--- config.mk ---
export PLATFORM = sky130hd
export DESIGN_NAME = status_alu
export DESIGN_NICKNAME = d
export VERILOG_FILES = /design/src/rtl/salu_pkg.sv /design/src/rtl/salu_arith.sv /design/src/rtl/salu_bitops.sv /design/src/rtl/salu_flag_merge.sv /design/src/rtl/status_alu.sv
export SDC_FILE = /design/constraint.sdc
export NUM_CORES = 1
export LEC_CHECK = 0
export BUFFER_PORTS_ARGS = -buffer_cell sky130_fd_sc_hd__buf_2
export CAP_MARGIN = 0
export CORE_MARGIN = 1
export CORE_UTILIZATION = 54
export DETAILED_ROUTE_END_ITERATION = 12
export GPL_ROUTABILITY_DRIVEN = 0
export GPL_TIMING_DRIVEN = 0
export MAX_ROUTING_LAYER = met4
export PLACE_DENSITY = 0.78
export SLEW_MARGIN = 25
export SYNTH_ARGS = -nofsm -noshare
export SYNTH_HDL_FRONTEND = slang
export SYNTH_SLANG_ARGS = --single-unit
--- constraint.sdc ---
create_clock -name clk -period 4.4 [get_ports clk]
set_input_delay 0.22 -clock clk [delete_from_list [all_inputs] [get_ports clk]]
set_output_delay 0.22 -clock clk [all_outputs]
set_load 0.02 [all_outputs]
--- src/rtl/salu_pkg.sv ---
package salu_pkg;

  typedef enum logic [4:0] {
    OP_NOP  = 5'd0,
    OP_ADD  = 5'd1,
    OP_ADC  = 5'd2,
    OP_SUB  = 5'd3,
    OP_SBC  = 5'd4,
    OP_CMP  = 5'd5,
    OP_CPC  = 5'd6,
    OP_AND  = 5'd7,
    OP_OR   = 5'd8,
    OP_XOR  = 5'd9,
    OP_COM  = 5'd10,
    OP_NEG  = 5'd11,
    OP_INC  = 5'd12,
    OP_DEC  = 5'd13,
    OP_LSR  = 5'd14,
    OP_ROR  = 5'd15,
    OP_ASR  = 5'd16,
    OP_LSL  = 5'd17,
    OP_ROL  = 5'd18,
    OP_SWAP = 5'd19,
    OP_FSET = 5'd20,
    OP_FCLR = 5'd21
  } salu_op_e;

  // Status bit positions (order is architectural: R2)
  localparam int unsigned SB_I = 7;
  localparam int unsigned SB_T = 6;
  localparam int unsigned SB_H = 5;
  localparam int unsigned SB_S = 4;
  localparam int unsigned SB_V = 3;
  localparam int unsigned SB_N = 2;
  localparam int unsigned SB_Z = 1;
  localparam int unsigned SB_C = 0;
  localparam int unsigned STATUS_W = 8;

  typedef struct packed {
    logic h;
    logic v;
    logic n;
    logic z;
    logic c;
  } salu_flags_t;

  function automatic logic op_is_arith(salu_op_e op);
    case (op)
      OP_ADD, OP_ADC, OP_SUB, OP_SBC, OP_CMP, OP_CPC,
      OP_NEG, OP_INC, OP_DEC, OP_LSL, OP_ROL: return 1'b1;
      default: return 1'b0;
    endcase
  endfunction

  function automatic logic op_is_bitop(salu_op_e op);
    case (op)
      OP_AND, OP_OR, OP_XOR, OP_COM,
      OP_LSR, OP_ROR, OP_ASR, OP_SWAP: return 1'b1;
      default: return 1'b0;
    endcase
  endfunction

  function automatic logic op_is_compare(salu_op_e op);
    return (op == OP_CMP) || (op == OP_CPC);
  endfunction

endpackage

--- src/rtl/salu_arith.sv ---
module salu_arith
  import salu_pkg::*;
#(
  parameter int W = 8
) (
  input  salu_op_e    op,
  input  logic [W-1:0] a,
  input  logic [W-1:0] b,
  input  logic        cin,
  input  logic        zin,
  output logic [W-1:0] res,
  output salu_flags_t flg,
  output salu_flags_t upd
);

  localparam int MSB = W - 1;
  localparam int HB  = W / 2 - 1;

  typedef struct packed {
    logic [W-1:0] r;
    logic         co;
    logic         hc;
    logic         ov;
  } sum_t;

  // carry out of the top bit and out of the low nibble, plus overflow
  function automatic sum_t add_f(logic [W-1:0] x, logic [W-1:0] y, logic ci);
    sum_t          s;
    logic [W:0]    full;
    logic [HB+1:0] lo;
    full = {1'b0, x} + {1'b0, y} + {{W{1'b0}}, ci};
    lo   = {1'b0, x[HB:0]} + {1'b0, y[HB:0]} + {{(HB+1){1'b0}}, ci};
    s.r  = full[W-1:0];
    s.co = full[W];
    s.hc = lo[HB+1];
    s.ov = ~(x[MSB] ^ y[MSB]) & (x[MSB] ^ full[MSB]);
    return s;
  endfunction

  // borrow out of the top bit and out of the low nibble, plus overflow
  function automatic sum_t sub_f(logic [W-1:0] x, logic [W-1:0] y, logic ci);
    sum_t          s;
    logic [W:0]    full;
    logic [HB+1:0] lo;
    full = {1'b0, x} - {1'b0, y} - {{W{1'b0}}, ci};
    lo   = {1'b0, x[HB:0]} - {1'b0, y[HB:0]} - {{(HB+1){1'b0}}, ci};
    s.r  = full[W-1:0];
    s.co = full[W];
    s.hc = lo[HB+1];
    s.ov = (x[MSB] ^ y[MSB]) & (x[MSB] ^ full[MSB]);
    return s;
  endfunction

  logic [W-1:0] x_in;
  logic [W-1:0] y_in;
  logic         c_in;
  logic         do_sub;
  logic         z_chain;
  sum_t         sum;

  always_comb begin
    x_in    = a;
    y_in    = b;
    c_in    = 1'b0;
    do_sub  = 1'b0;
    z_chain = 1'b0;
    upd     = '1;
    case (op)
      OP_ADD: ;
      OP_ADC: c_in = cin;
      OP_LSL: y_in = a;
      OP_ROL: begin y_in = a; c_in = cin; end
      OP_SUB, OP_CMP: do_sub = 1'b1;
      OP_SBC, OP_CPC: begin do_sub = 1'b1; c_in = cin; z_chain = 1'b1; end
      OP_NEG: begin x_in = '0; y_in = a; do_sub = 1'b1; end
      OP_INC: begin y_in = {{(W-1){1'b0}}, 1'b1}; upd.h = 1'b0; upd.c = 1'b0; end
      OP_DEC: begin
        y_in = {{(W-1){1'b0}}, 1'b1}; do_sub = 1'b1;
        upd.h = 1'b0; upd.c = 1'b0;
      end
      default: upd = '0;
    endcase
    sum   = do_sub ? sub_f(x_in, y_in, c_in) : add_f(x_in, y_in, c_in);
    res   = sum.r;
    flg.h = sum.hc;
    flg.c = sum.co;
    flg.v = sum.ov;
    flg.n = sum.r[MSB];
    flg.z = (sum.r == '0) & (~z_chain | zin);
  end

endmodule

--- src/rtl/salu_bitops.sv ---
module salu_bitops
  import salu_pkg::*;
#(
  parameter int W = 8
) (
  input  salu_op_e    op,
  input  logic [W-1:0] a,
  input  logic [W-1:0] b,
  input  logic        cin,
  output logic [W-1:0] res,
  output salu_flags_t flg,
  output salu_flags_t upd
);

  localparam int MSB  = W - 1;
  localparam int HALF = W / 2;

  function automatic logic [W-1:0] swap_halves(logic [W-1:0] x);
    return {x[HALF-1:0], x[W-1:HALF]};
  endfunction

  logic [W-1:0] r;
  logic         c_new;
  logic         shift_op;

  always_comb begin
    r        = a;
    c_new    = 1'b0;
    shift_op = 1'b0;
    upd      = '0;
    case (op)
      OP_AND: begin r = a & b; upd.v = 1'b1; upd.n = 1'b1; upd.z = 1'b1; end
      OP_OR:  begin r = a | b; upd.v = 1'b1; upd.n = 1'b1; upd.z = 1'b1; end
      OP_XOR: begin r = a ^ b; upd.v = 1'b1; upd.n = 1'b1; upd.z = 1'b1; end
      OP_COM: begin
        r = ~a; c_new = 1'b1;
        upd.c = 1'b1; upd.v = 1'b1; upd.n = 1'b1; upd.z = 1'b1;
      end
      OP_LSR: begin r = {1'b0, a[MSB:1]};    c_new = a[0]; shift_op = 1'b1; end
      OP_ROR: begin r = {cin, a[MSB:1]};     c_new = a[0]; shift_op = 1'b1; end
      OP_ASR: begin r = {a[MSB], a[MSB:1]};  c_new = a[0]; shift_op = 1'b1; end
      OP_SWAP: r = swap_halves(a);
      default: r = a;
    endcase
    if (shift_op) begin
      upd.c = 1'b1; upd.v = 1'b1; upd.n = 1'b1; upd.z = 1'b1;
    end
    res   = r;
    flg.h = 1'b0;
    flg.c = c_new;
    flg.n = r[MSB];
    flg.z = (r == '0);
    flg.v = shift_op ? (r[MSB] ^ c_new) : 1'b0;
  end

endmodule

--- src/rtl/salu_flag_merge.sv ---
module salu_flag_merge
  import salu_pkg::*;
(
  input  logic [STATUS_W-1:0] cur,
  input  salu_flags_t         flg,
  input  salu_flags_t         upd,
  input  logic                do_set,
  input  logic                do_clr,
  input  logic [2:0]          idx,
  output logic [STATUS_W-1:0] nxt
);

  logic [STATUS_W-1:0] merged;

  always_comb begin
    merged = cur;
    if (upd.h) merged[SB_H] = flg.h;
    if (upd.v) merged[SB_V] = flg.v;
    if (upd.n) merged[SB_N] = flg.n;
    if (upd.z) merged[SB_Z] = flg.z;
    if (upd.c) merged[SB_C] = flg.c;
    if (upd.v | upd.n) merged[SB_S] = merged[SB_N] ^ merged[SB_V];
  end

  always_comb begin
    nxt = merged;
    if (do_set)      nxt[idx] = 1'b1;
    else if (do_clr) nxt[idx] = 1'b0;
  end

endmodule

--- src/rtl/status_alu.sv ---
module status_alu
  import salu_pkg::*;
#(
  parameter int W = 8
) (
  input  logic                clk,
  input  logic                rst_n,
  input  logic                op_valid,
  input  logic [4:0]          op_code,
  input  logic [W-1:0]        opa,
  input  logic [W-1:0]        opb,
  output logic [W-1:0]        result,
  output logic                wr_en,
  output logic [STATUS_W-1:0] status
);

  localparam int FIDX_W = 3;

  salu_op_e    op;
  logic [W-1:0] ar_res, bo_res, unit_res;
  salu_flags_t ar_flg, bo_flg, ar_upd, bo_upd, unit_flg, unit_upd;
  logic        sel_arith, sel_bitop, is_cmp, flag_set, flag_clr;
  logic        wb_next, load_res;
  logic [STATUS_W-1:0] status_next;

  assign op        = salu_op_e'(op_code);
  assign sel_arith = op_is_arith(op);
  assign sel_bitop = op_is_bitop(op);
  assign is_cmp    = op_is_compare(op);
  assign flag_set  = (op == OP_FSET);
  assign flag_clr  = (op == OP_FCLR);

  salu_arith #(.W(W)) u_arith (
    .op (op), .a (opa), .b (opb),
    .cin(status[SB_C]), .zin(status[SB_Z]),
    .res(ar_res), .flg(ar_flg), .upd(ar_upd)
  );

  salu_bitops #(.W(W)) u_bitops (
    .op (op), .a (opa), .b (opb), .cin(status[SB_C]),
    .res(bo_res), .flg(bo_flg), .upd(bo_upd)
  );

  always_comb begin
    unit_res = sel_arith ? ar_res : bo_res;
    unit_flg = sel_arith ? ar_flg : bo_flg;
    unit_upd = sel_arith ? ar_upd : (sel_bitop ? bo_upd : '0);
  end

  assign load_res = sel_arith | sel_bitop;
  assign wb_next  = load_res & ~is_cmp;

  salu_flag_merge u_merge (
    .cur   (status),
    .flg   (unit_flg),
    .upd   (unit_upd),
    .do_set(flag_set),
    .do_clr(flag_clr),
    .idx   (opb[FIDX_W-1:0]),
    .nxt   (status_next)
  );

  always_ff @(posedge clk) begin
    if (!rst_n) begin
      result <= '0;
      wr_en  <= 1'b0;
      status <= '0;
    end else begin
      wr_en <= op_valid & wb_next;
      if (op_valid) status <= status_next;
      if (op_valid & load_res) result <= unit_res;
    end
  end

endmodule

==> flow_metrics.tcl, run 1 <==
set metrics [dict create \
    n_antenna_cell 0 \
    clock_sinks 17 \
    syn2layout_area_growth_pct 11.0 \
    fillers 550 \
    ir_worst_vdd_v 0.000164 \
    vias_per_cell 6.41 \
    leakage_nw 1.64 \
    routed_wl_um 9660 \
    cts_hold_buf 0 \
    fmax_mhz 240 \
    die-area_sq_mm 0.00646 \
    start_util_pct 56.0 \
    fin_skew_ps 3.12 \
    tns_ps 0 \
    reg2regPathDepth 10 \
    syn_area_sq_mm 0.00332 \
    yosysWarnings 0 \
    synth_edf_count 0 \
    drc 0 \
    powerDensity_mw_per_mm2 209 \
    tritoncts "done" \
    synth-seq-area-share_pct 10.3 \
    portBuffers 39 \
    fp.dieW_um 80.4 \
    hold_viol_final 0 \
    fin_crit_ps 4170 \
    path_clk_slew_ps 70 \
    required_ps 4550 \
    async_flop_share_pct 0 \
    io_pins 41 \
    outcome "finished, final reports clean" \
    yosysTopAreaCellShare_pct 15.1 \
    wl_per_cell_um 17.0 \
    wl_met1_um 4210 \
    grt_pass1_wl_um 15500 \
    h-tree-depth 1 \
    clockBufferDepth 2 \
    antenna_left 0 \
    final_max_slew_viol_count 0 \
    setup_viol_count_final 0 \
    arrival_ps 4330 \
    synth_area_leaders "ha_1, dfxtp_1, inv_1, a21oi_1, nor2_1" \
    crit_type "primary input to flip-flop" \
    routed.top_layer "met4" \
    final_util_pct 62.2 \
    netlist_instances 456 \
    num_rows 28 \
    placed_area_sq_mm 0.00360 \
    fin_area_sq_mm 0.00368 \
    start_kind "primary input" \
    cts_made_buffers 3 \
    min_period_over_period_pct 94.8 \
    grt_overflow 0 \
    cp-end-kind "flip-flop" \
    slew_headroom_pct 58.7 \
    ys_seq_elements 17 \
    grtUsageTotal_pct 31.4 \
    die_y_um 80.4 \
    max_slew.worst_pin.slew_ps 616 \
    grt_antenna_before_repair 0 \
    met2RoutedLength_um 4400 \
    drive_above_1_share_pct 15.4 \
    met3_length_um 731 \
    synth_top_cell_by_area "ha_1" \
    drt_iter0_markers 380 \
    syn_avg_cell_area_sq_um 7.27 \
    grt_pass1_vias 3283 \
    cts_root_buffer "clkbuf_8" \
    hold_path.class "primary input to flip-flop" \
    critPathMaxFanout 18 \
    post-cts-setup-buffer-count 0 \
    syn-num-nets 524 \
    clk_latency_ps 260 \
    drv_cap 0 \
    synthFlopType "dfxtp_1" \
    grt_max_degree 21 \
    nets 563 \
    place_hpwl_um 7740 \
    core_region_area_sq_mm 0.00592 \
    holdPathStages 3 \
    synth_cell_type_count 78 \
    via_count 3646 \
    dr.pass1.iters 9 \
]
layout make-up:
class,instances,area (sq um),share of cell area (%)
Buffer,25,129,3.50
Clock inverter,1,5.00,0.136
Timing Repair Buffer,39,198,5.37
Multi-Input combinational cell,367,2720,73.8
Inverter,42,158,4.28
Clock buffer,3,41.3,1.12
Tap cell,75,93.8,2.55
Sequential cell,17,340,9.25
logic make-up after synthesis:
kind of cell    Yosys count  synth area share (%)
compound gates          141                  30.3
xor+xnor                 12                  3.17
fa+ha+maj                44                  17.5
buf+inv                  72                  8.87
flops                    17                  10.3
mux                       7                  2.57
simple gates            163                  27.4
synth_stat cells (5+ instances only):
cell	count
and2_1	9
nor4bb_1	5
a31oi_1	8
nand2b_1	7
nand2_1	31
dfxtp_1	17
or3_1	10
nor3_1	14
nor2_1	34
xnor2_1	8
a21oi_1	27
nor2b_1	8
o21ai_0	21
a22oi_1	6
inv_1	42
a211o_1	7
nand3_1	11
buf_2	6
ha_1	40
nand3b_1	6
a21o_1	5
clkbuf_1	20
a211oi_1	11
registers in the layout, indices dropped and copies added (netlist names):
name / flops
result: 8
status: 8
wr_en: 1
worst max-delay path, stage by stage:
cell and delay [ps]:
clkbuf_4 190, clkbuf_4 210, o21bai_1 200, nor2_1 130, a21oi_1 50, or2_4 280, clkbuf_4 190, o21ai_1 300
ha_1 260, inv_1 60, ha_1 360, a21o_1 200, a21o_1 170, a221o_1 390, o2111a_1 280, a311o_1 330
or2_1 240, a211o_1 250
report_power, final:
| group | leakage [nW] | switching [W] | internal, W |
|---|---|---|---|
| logic | 1.48 | 0.000286 | 0.000189 |
| clock network | 0.0255 | 0.0000592 | 0.0000631 |
| registers | 0.139 | 0.00000777 | 0.000166 |
per-stage QoR:
stage	setup WS, ps	std cells	hold WS (ps)	power (W)
global route	-49.4	569	279	0.000825
CTS	124	569	263	0.000753
finish	229	569	258	0.000771
global placement	-823	570	441	0.000619
detailed placement	-967	570	449	0.000634
floorplan	110	456	342	0.000512
timing repair:
item,4_1_cts,5_1_grt
endpoints found under the setup margin,8,3
resized for setup,11,10
pin swaps,0,3
hold endpoints to repair,0,0
layout by cell type, fill, tap and decap left out, types with 4 or more instances in the layout:
cell type	n
and2_1	9
a211oi_1	11
nor2b_1	7
fa_1	4
a21oi_1	27
a211o_1	7
a21o_1	5
nor2_1	34
clkbuf_1	12
nor4bb_1	5
a31oi_1	8
dfxtp_1	17
o211ai_1	4
nor3_1	14
nand3_1	11
xor2_1	4
o21ai_0	17
xnor2_1	8
clkbuf_4	4
o21ai_1	6
nand2b_1	7
nand2_1	31
o21a_1	4
nand3b_1	6
inv_1	42
nor4_1	4
ha_1	38
buf_2	44
mux2i_1	4
a22oi_1	6
or3_1	10
final timing paths:
| path | slack (ps) | start | endpoint |
|---|---|---|---|
| setup / recovery | 230 | op_code[3] | status[4] |
| hold / removal | 260 | rst_n | status[5] |
| hold reg to reg | 450 | result[1] | result[1] |
| setup reg to reg | 930 | status[0] | status[4] |
layer usage:
layer  vias up  track usage, %
li1       1752               -
met1      1677            39.1
met2       185            52.3
met3        32            2.73
met4         0            12.1
met5         -               -
(Power assumes the default switching activity.)
==> inputs of run 2 (changes only) <==
--- a/config.mk
+++ b/config.mk
@@ -5,15 +5,15 @@
 export SDC_FILE = /design/constraint.sdc
 export NUM_CORES = 1
 export LEC_CHECK = 0
-export BUFFER_PORTS_ARGS = -buffer_cell sky130_fd_sc_hd__buf_2
 export CAP_MARGIN = 0
 export CORE_MARGIN = 1
-export CORE_UTILIZATION = 54
+export CORE_UTILIZATION = 60
 export DETAILED_ROUTE_END_ITERATION = 12
+export DONT_BUFFER_PORTS = 1
 export GPL_ROUTABILITY_DRIVEN = 0
 export GPL_TIMING_DRIVEN = 0
 export MAX_ROUTING_LAYER = met4
-export PLACE_DENSITY = 0.78
+export PLACE_DENSITY = 0.79
 export SLEW_MARGIN = 25
 export SYNTH_ARGS = -nofsm -noshare
 export SYNTH_HDL_FRONTEND = slang
==> flow_metrics.tcl, run 2 (synthesis results as in run 1) <==
set metrics [dict create \
    most-common-layout-cells "inv_1, ha_1, nor2_1" \
    die-area_sq_mm 0.00583 \
    met2RoutedLength_um 4180 \
    critPathTopFamily "compound AO/OA/AOI/OAI gates" \
    leakage_nw 1.47 \
    hp-start "rst_n" \
    slew_headroom_pct 40.2 \
    tns_ps 0 \
    critPathMaxFanout 10 \
    fin_area_sq_mm 0.00345 \
    max_slew.worst_pin.slew_ps 896 \
    tritoncts "done" \
    portBuffers 0 \
    routed_wl_um 9500 \
    placed_area_sq_mm 0.00340 \
    antenna_left 0 \
    grt_setup_unrepaired "false" \
    vias_per_cell 6.68 \
    place_hpwl_um 7560 \
    met3_length_um 976 \
    outcome "finished, final reports clean" \
    grt_overflow 0 \
    cp-end-kind "flip-flop" \
    grt_antenna_before_repair 0 \
    clockBufferDepth 2 \
    layout_commonest_cell "inv_1" \
    grt_pass1_wl_um 15200 \
    h-tree-depth 1 \
    fin_crit_ps 4150 \
    n_antenna_cell 0 \
    drt_iter0_markers 383 \
    crit_type "primary input to flip-flop" \
    die_y_um 76.3 \
    start_util_pct 63.7 \
    nets 525 \
    core_region_area_sq_mm 0.00520 \
    critPathMaxStageDelay_ps 390 \
    drc 0 \
    hold_path.class "primary input to flip-flop" \
    drive_above_1_share_pct 7.24 \
    path_clk_slew_ps 70 \
    required_ps 4550 \
    cts_made_buffers 3 \
    top_regs "result: 8 flops, status: 8 flops, wr_en: 1 flops" \
    worstReg2RegStart "status[0]" \
    startpoint "op_code[1]" \
    slowest_stage "ha_1" \
    grt_pass1_vias 3158 \
    arrival_ps 4300 \
    grt_max_degree 20 \
    worst-r2r-setup-slack_ps 950 \
    num_rows 26 \
    dr.pass1.iters 5 \
    start_kind "primary input" \
    fp.dieW_um 76.3 \
    min_period_over_period_pct 94.3 \
    crit_chain "inv_1, ha_1, o21bai_1, nor2_1, a21oi_1, or2_2, clkbuf_2, nand3_1, o21ai_0, ha_1, inv_1, ha_1, nand2b_1, a2111oi_1, a221o_1, nor4_1, a311o_1, or2_1, a211o_1" \
    syn2layout_area_growth_pct 4.15 \
    powerDensity_mw_per_mm2 211 \
    wl_met1_um 3980 \
    setup_viol_count_final 0 \
    grtUsageTotal_pct 32.9 \
    drv_cap 0 \
    ir_worst_vdd_v 0.000131 \
    routed.top_layer "met4" \
    fin_skew_ps 4.70 \
    cts_root_buffer "clkbuf_8" \
    fmax_mhz 241 \
    cp_common_cell "ha_1" \
    wl_per_cell_um 18.1 \
    clk_latency_ps 260 \
    final_max_slew_viol_count 0 \
    io_pins 41 \
    clock_sinks 17 \
    crit_buf_inv 3 \
    hold_viol_final 0 \
    via_count 3513 \
]
run 2: changes by cell type in the layout (fill, tap and decap cells not counted), sizes merged:
cell / change
buf: -36
clkbuf: -2
run 2: routing by layer:
layer / vias to the layer above / GRT usage, %
met3: 35 / 5.75
li1: 1681 / -
met5: - / -
met2: 199 / 50.4
met4: 0 / 15.2
met1: 1598 / 41.9
run 2: worst paths after layout:
check | end | cells past startpoint
max | status[4] | 19
min | result[7] | 1
max reg2reg | status[4] | 10
min reg2reg | result[2] | 2
run 2: layout make-up:
cell class / count / area [sq um]
multi-input cells: 367 / 2690
flip-flops and latches: 17 / 340
well taps: 70 / 87.6
clock inverters: 1 / 5.00
clock buffers: 3 / 41.3
fillers: 449 / 1750
inverters: 42 / 158
plain buffers: 26 / 129
run 2: report_power, final:
| part | switching, W | internal [W] | total (W) |
|---|---|---|---|
| clock | 0.0000591 | 0.0000631 | 0.000122 |
| combinational | 0.000247 | 0.000172 | 0.000419 |
| sequential | 0.0000225 | 0.000166 | 0.000189 |
run 2: through the flow:
step / util, % / setup WS (ps) / power [W] / cells / hold WS [ps]
2_1_floorplan: - / 110 / 0.000512 / 456 / 342
4_1_cts: 66.3 / 14.8 / 0.000713 / 529 / 91.0
3_5_place_dp: 65.4 / -682 / 0.000596 / 526 / 352
6_report: 66.3 / 250 / 0.000730 / 526 / 86.6
3_3_place_gp: 65.4 / -561 / 0.000584 / 526 / 346
5_1_grt: 66.3 / 22.7 / 0.000776 / 526 / 100
run 2: what timing repair did:
action / CTS / global route
resized for setup: 7 / 8
hold buffers: 0 / 0
setup buffers: 0 / 0
pin swaps: 0 / 1
setup endpoints to repair: 5 / 7
==> inputs of run 3 (changes only) <==
--- a/config.mk
+++ b/config.mk
@@ -8,6 +8,7 @@
 export CAP_MARGIN = 0
 export CORE_MARGIN = 1
 export CORE_UTILIZATION = 60
+export CTS_BUF_LIST = sky130_fd_sc_hd__clkbuf_16
 export DETAILED_ROUTE_END_ITERATION = 12
 export DONT_BUFFER_PORTS = 1
 export GPL_ROUTABILITY_DRIVEN = 0
==> flow_metrics.tcl, run 3 (synthesis results as in run 1) <==
set metrics [dict create \
    outcome "finished, final reports clean" \
    final_max_slew_viol_count 0 \
    antenna_left 0 \
    die_y_um 76.3 \
    grt_antenna_before_repair 0 \
    fp.dieW_um 76.3 \
    swShare_pct 42.0 \
    tritoncts "done" \
    critPathMaxFanout 10 \
    grt_max_degree 20 \
    io_pins 41 \
    leakage_nw 1.48 \
    grtUsageTotal_pct 33.1 \
    drc 0 \
    fillers 445 \
    crit_path_end "status[4]" \
    ir_worst_vdd_v 0.000250 \
    h-tree-depth 1 \
    powerDensity_mw_per_mm2 228 \
    drv_cap 0 \
    hold_viol_final 0 \
    reg2regPathDepth 10 \
    p_switching_w 0.000333 \
    post-cts-setup-buffer-count 0 \
    core_region_area_sq_mm 0.00520 \
    fmax_mhz 239 \
    crit_type "primary input to flip-flop" \
    path_clk_slew_ps 50 \
    drive_above_1_share_pct 7.24 \
    cts_root_buffer "clkbuf_16" \
    fin_ws_ps 209 \
    grt_overflow 0 \
    final_util_pct 67.0 \
    routed_wl_um 9530 \
    fin_skew_ps 4.90 \
    worstReg2RegStart "status[0]" \
    finalPower_w 0.000794 \
    n_antenna_cell 0 \
    grt_setup_unrepaired "false" \
    required_ps 4540 \
    arrival_ps 4330 \
    grt_pass1_vias 3142 \
    min_period_over_period_pct 95.3 \
    setup_viol_count_final 0 \
    clock_power_share_pct 23.4 \
    drt_iter0_markers 347 \
    cts_made_buffers 3 \
    r2r_end "status[4]" \
    portBuffers 0 \
    start_kind "primary input" \
    hold_ws_ps 94.6 \
    start_util_pct 63.7 \
    clock_sinks 17 \
    max_slew.worst_pin.slew_ps 907 \
    via_count 3523 \
    place_hpwl_um 7560 \
    slew_headroom_pct 39.4 \
    share_seq_of_total_power_pct 23.8 \
    hold_path.class "primary input to flip-flop" \
    fin_crit_ps 4190 \
    dr.pass1.iters 5 \
    startpoint "op_code[0]" \
    worst-r2r-setup-slack_ps 940 \
    syn2layout_area_growth_pct 5.17 \
    internal-power_w 0.000460 \
    die-area_sq_mm 0.00583 \
    clockBufferDepth 2 \
    top_regs "result: 8 flops, status: 8 flops, wr_en: 1 flops" \
    tns_ps 0 \
    vias_per_cell 6.70 \
    layout_commonest_cell "inv_1" \
    most-common-layout-cells "inv_1, ha_1, nor2_1" \
    comb_power_share_pct 52.8 \
    cp-end-kind "flip-flop" \
    num_rows 26 \
    wl_per_cell_um 18.1 \
    nets 525 \
    grt_pass1_wl_um 15300 \
    cts_hold_buf 0 \
    clk_latency_ps 250 \
    preCtsSetupSlack_ps -682 \
]
[run 3: cell count changes in the layout (fill, tap and decap cells not counted)]
cell	previous run	this run
clkbuf_16	0	3
clkbuf_8	3	0
[run 3: per-layer routing]
metal	part of all wire [%]	GRT usage, %	vias up
met2	45	51.1	229
met3	12	5.99	33
met1	40	42.0	1584
met5	0	-	-
met4	3.3	14.8	0
li1	-	-	1677
[run 3: how the worst min path moves through the flow]
stage                     start        end  slack, ps  cells after the start
final                     rst_n  result[7]         90                      1
after global routing      rst_n  result[7]        110                      1
after CTS                 rst_n  result[7]         90                      1
after detailed placement  rst_n  result[7]        350                      1
after global placement    rst_n  result[7]        350                      1
after floorplan           rst_n  result[7]        340                      1
[run 3: critical path: stages]
cell       delay, ps
inv_1             70
ha_2             270
o21bai_1         130
nor2_1           200
a21oi_1           60
or2_2            360
clkbuf_2         210
nand3_1          100
o21ai_0          180
ha_1             390
inv_1            100
ha_1             350
nand2b_1         120
a2111oi_1        350
a221o_1          250
nor4_1            80
a311o_1          370
or2_1            240
a211o_1          240
[run 3: power groups by stage]
stage | clock, W | combinational [W] | sequential (W)
6_report | 0.000186 | 0.000419 | 0.000189
5_1_grt | 0.000189 | 0.000461 | 0.000191
4_1_cts | 0.000182 | 0.000407 | 0.000189
3_5_place_dp | 0 | 0.000404 | 0.000192
3_3_place_gp | 0 | 0.000392 | 0.000192
2_1_floorplan | 0 | 0.000322 | 0.000189
[run 3: layout make-up]
cell class                      count  area, sq um  area share, %
Multi-Input combinational cell    367         2690           77.2
Clock buffer                        3         75.1           2.15
Clock inverter                      1         5.00          0.144
Inverter                           42          158           4.52
Sequential cell                    17          340           9.76
Tap cell                           70         87.6           2.51
Buffer                             26          129           3.70
[run 3: what timing repair did]
| action | in CTS | in global routing |
|---|---|---|
| pin swaps | 0 | 1 |
| resized for setup | 7 | 8 |
| endpoints found under the setup margin | 5 | 7 |
[run 3: stage by stage]
step                      cells  instance area (sq um)
after floorplan             456                   3320
after global placement      526                   3400
after detailed placement    526                   3400
after CTS                   529                   3490
after global routing        526                   3490
final                       526                   3490
